===== src/rtl/dz_dyn_band.sv =====
module dz_dyn_band #(
  parameter int W          = 12,
  parameter int IN_STAGES  = 1,
  parameter int OUT_STAGES = 2
) (
  input  logic                clk,
  input  logic                rst,
  input  logic                vld_i,
  input  logic signed [W-1:0] x_i,
  input  logic signed [W-1:0] lo_i,
  input  logic signed [W-1:0] hi_i,
  output logic                vld_o,
  output logic signed [W:0]   y_o
);

  logic signed [W-1:0] xc, lc, hc;
  logic                vc;
  logic signed [W:0]   core;
  logic                above, below;

  generate
    if (IN_STAGES == 0) begin : g_in_none
      assign xc = x_i;
      assign lc = lo_i;
      assign hc = hi_i;
      assign vc = vld_i;
    end else begin : g_in_regs
      logic signed [W-1:0] xr [IN_STAGES];
      logic signed [W-1:0] lr [IN_STAGES];
      logic signed [W-1:0] hr [IN_STAGES];
      logic [IN_STAGES-1:0] vr;
      always_ff @(posedge clk) begin
        xr[0] <= x_i;
        lr[0] <= lo_i;
        hr[0] <= hi_i;
        for (int i = 1; i < IN_STAGES; i++) begin
          xr[i] <= xr[i-1];
          lr[i] <= lr[i-1];
          hr[i] <= hr[i-1];
        end
        if (rst) vr <= '0;
        else     vr <= {vr, vld_i}; 
      end
      assign xc = xr[IN_STAGES-1];
      assign lc = lr[IN_STAGES-1];
      assign hc = hr[IN_STAGES-1];
      assign vc = vr[IN_STAGES-1];
    end
  endgenerate

  assign above = xc > hc;
  assign below = xc < lc;
  assign core  = above ? ($signed({xc[W-1], xc}) - $signed({hc[W-1], hc})) :
                 below ? ($signed({xc[W-1], xc}) - $signed({lc[W-1], lc})) :
                         '0;

  generate
    if (OUT_STAGES == 0) begin : g_out_none
      assign y_o   = core;
      assign vld_o = vc;
    end else begin : g_out_regs
      logic signed [W:0]     yr [OUT_STAGES];
      logic [OUT_STAGES-1:0] vr;
      always_ff @(posedge clk) begin
        if (rst) begin
          for (int i = 0; i < OUT_STAGES; i++) yr[i] <= '0;
          vr <= '0;
        end else begin
          yr[0] <= core;
          for (int i = 1; i < OUT_STAGES; i++) yr[i] <= yr[i-1];
          vr <= {vr, vc};
        end
      end
      assign y_o   = yr[OUT_STAGES-1];
      assign vld_o = vr[OUT_STAGES-1];

      a_r7_reset_clears: assert property (@(posedge clk)
        $past(rst) |-> (!vld_o && y_o == '0));
    end
  endgenerate

  always_ff @(posedge clk) begin
    if (!rst && vc) begin
      if (!above && !below)
        a_r1_band_zero: assert (core == '0);
      if (above)
        a_r2_above_positive: assert (core > 0 && !core[W]);
      if (below && !above)
        a_r3_below_negative: assert (core < 0 && core[W]);
      if (above && below)
        a_r5_upper_wins: assert (core == $signed({xc[W-1], xc}) - $signed({hc[W-1], hc}));
    end
  end

endmodule


===== config.mk =====
export PLATFORM = sky130hd
export DESIGN_NAME = dz_dyn_band
export DESIGN_NICKNAME = d
export VERILOG_FILES = /design/src/rtl/dz_dyn_band.sv
export SDC_FILE = /design/constraint.sdc
export NUM_CORES = 1
export LEC_CHECK = 0
export BUFFER_PORTS_ARGS = -buffer_cell sky130_fd_sc_hd__clkbuf_2
export CORE_MARGIN = 5
export CORE_UTILIZATION = 50
export CTS_CLUSTER_DIAMETER = 150
export DETAILED_ROUTE_END_ITERATION = 8
export PLACE_DENSITY = 0.75
export SLEW_MARGIN = 15
export SYNTH_ARGS = -nofsm -noshare
export SYNTH_HDL_FRONTEND = slang
export SYNTH_SLANG_ARGS = --single-unit

===== constraint.sdc =====
create_clock -name clk -period 2.1 [get_ports clk]
set_input_delay 0.21 -clock clk [delete_from_list [all_inputs] [get_ports clk]]
set_output_delay 0.21 -clock clk [all_outputs]
set_load 0.05 [all_outputs]

==> impl_results.md <==
- Failing checks: negative setup slack
- CP endpoint: g_out_regs.yr[0][11]
- Largest net degree at the start of global routing: 22
- R2R depth: 9
- Final setup TNS: -0.00757 ns
- First-pass GRT wire length: 12400 um
- Post-Synth Adder-Cell Area: 11.0%
- Clock Pin Slew Worst Setup and Hold Paths: 0.07 ns
- Mapped Area: 3100 um^2
- Max-cap violations: 0
- Syn nets: 375
- EDFF count, synth: 0
- Crit Path Max Fanout: 3
- HPWL Detailed: 5290 um
- Most frequent cells in the layout: dfxtp_1 (59), clkbuf_2 (52), buf_4 (45)
- Root Buffer: clkbuf_8
- Main combinational cell family by area after synthesis: compound AO/OA/AOI/OAI gates
- R2r endpoint: g_out_regs.yr[0][11]
- Worst vdd rail ir drop: 0.519 mV
- Row cnt: 28
- Slew @ Worst Pin: 0.338 ns
- CTS Buffer Depth: 2
- Tmin final: 2.11 ns
- IO Port Bufs: 52
- Synth Register Bits: 65
- Final Setup Violations: 1
- Compound-gate portion of the synthesized area: 21.1%
- CP Launch Type: flip-flop
- Layout cells sized above 1: 42.8%
- Final GP Congestion: 0.898
- Post-Route WL: 8730 um
- Drt drc: 0
- Drt first pass iters: 5
- Worst setup EP type: flip-flop
- Mux cell area share after synthesis: 0%
- Synth Area in Simple Gates: 14.4%
- Headroom to the max-slew limit: 77.5%
- GRT Overall Usage: 21.1%
- Area after DPL: 3580 um^2
- Hold_ws: 0.0773 ns
- Commonest non-fill, non-tap cell in the layout: dfxtp_1
- CTS H-tree depth: 3
- DIE AREA: 7860 um^2
- Critical path class: reg -> reg
- Via count: 2777
- Final Hold Viols: 0
- Core area: 5960 um^2
- Critical Path AT: 2.36 ns
- Hold Crit Class: in -> reg
- Initial DRC count: 191
- Critical Path RT: 2.35 ns
- Final Worst Setup Slack: -0.00757 ns
- Inserted Diodes: 0
- Gr ovfl total: 0
- Xor/xnor share of the synthesized area: 3.68%
- Initial Util: 52.0%
- Wire length per cell: 16.8 um
- Run status: finished with violations
- Nets: 504
- R2R Path Start: g_in_regs.xr[0][1]
- Max Clock Skew: 0.00703 ns
- TritonCTS clock tree: built
- Top FF cell, synth: dfxtp_1
- Post-synthesis async set-or-reset flop share: 0%
- Post-Syn Area per Cell: 9.99 um^2
- Sequential element share of the synthesized area: 42.0%
- Max Freq: 474 MHz
- Pwr/cell area: 786 nW/um^2
- Clock Latency Late Sink: 0.35 ns
- Post-Syn Instances: 310
- Crit share post-route: 100%
- Final Cell Area: 4600 um^2
- Vias in the first global route: 2631
- I/O pin count: 53
- Count of pins over their slew limit: 0
- R2r setup slk: -0.008 ns
- DIE HEIGHT: 88.7 um
- Hold Path Depth: 2
- Unrepaired setup endpoints after global routing: yes
- Area Overhead vs Synth: 48.7%
- Antenna Nets Post-Route: 0
- Netlist cell types: 55
- LEAKAGE: 2.06 nW
- Via density: 5.35
- Antenna violations before repair: 0
- Clock Sinks: 65
- Critical Path Start: g_in_regs.xr[0][1]
- Pre-CTS WS: -0.181 ns
- YS warnings: 0
- Cts bufs inserted: 9
- Die width: 88.7 um
how the worst min path moves through the flow:
stage                         from             endpoint
after global routing         vld_i         g_in_regs.vr
after floorplan            hi_i[0]   g_in_regs.hr[0][0]
final                        vld_i         g_in_regs.vr
after global placement    hi_i[11]  g_in_regs.hr[0][11]
after detailed placement   x_i[10]  g_in_regs.xr[0][10]
after CTS                    vld_i         g_in_regs.vr
per-stage QoR:
stage               power (mW)  std cells  util (%)
floorplan                 1.94        310         -
global placement          2.15        454      60.2
detailed placement        2.16        454      60.2
CTS                       3.48        512      72.8
global route              3.76        519      77.3
finish                    3.61        519      77.3
cell usage after synthesis, types with 4 or more instances:
cell | count | share of area, %
dfxtp_1 | 65 | 42
inv_1 | 27 | 3.3
ha_1 | 24 | 9.7
nor2b_1 | 20 | 4.0
nand2_1 | 19 | 2.3
a21oi_1 | 17 | 2.7
buf_4 | 13 | 3.2
o21ai_0 | 12 | 1.9
xnor2_1 | 10 | 2.8
a21o_1 | 9 | 2.2
nand2b_1 | 8 | 1.6
nor2_1 | 7 | 0.85
o32ai_2 | 6 | 3.2
nand3_1 | 4 | 0.65
report_power, final:
group	switching (mW)	total (mW)	internal [mW]	leakage [nW]
Sequential	0.0337	1.37	1.33	0.542
Clock	0.487	1.22	0.728	0.115
Combinational	0.530	1.03	0.501	1.40
Total	1.05	3.61	2.56	2.06
kinds of logic after synthesis:
group                    count (synthesis)
AO/OA/AOI/OAI                           80
AND/OR/NAND/NOR                         79
flip-flops                              65
buffers and inverters                   47
adder cells (fa/ha/maj)                 26
XOR/XNOR                                13
sequential cells by signal, indices dropped and copies added, names as in the netlist:
name and count:
g_in_regs.hr 12, g_out_regs.vr 2, g_out_regs.yr 26, g_in_regs.vr 1, g_in_regs.lr 12, g_in_regs.xr 12
per-layer routing:
metal	track usage (%)	routed length (um)	vias up	part of all wire, %
met5	0	0	-	0
met4	9.75	284	0	3.3
met3	5.59	569	26	6.5
met2	35.1	4370	124	50
met1	25.5	3510	1291	40
li1	-	-	1336	-
final cells by class:
class	count	area, um^2
sequential	65	1310
clock buffer	11	151
inverter	28	105
timing repair buffer	137	1010
multi-input combinational	198	1850
fill	356	1350
clock inverter	5	77.6
tap	75	93.8
critical path: stages, from the launching register on:
cell and delay [ns]:
dfxtp_1 0.34, buf_4 0.15, ha_4 0.20, nor2b_4 0.13, o21bai_2 0.19, and4b_4 0.31, o211ai_4 0.11, buf_4 0.15
buf_4 0.12, a311oi_1 0.29
repair_timing:
action                                  CTS  global route
hold buffers                             36             0
endpoints found under the hold margin    36             0
buffers inserted                          6             7
pin swaps                                10            21
endpoints found under the setup margin   13            13
gates resized for setup                  22            50
No activity file was read; power rests on OpenSTA's default activity.
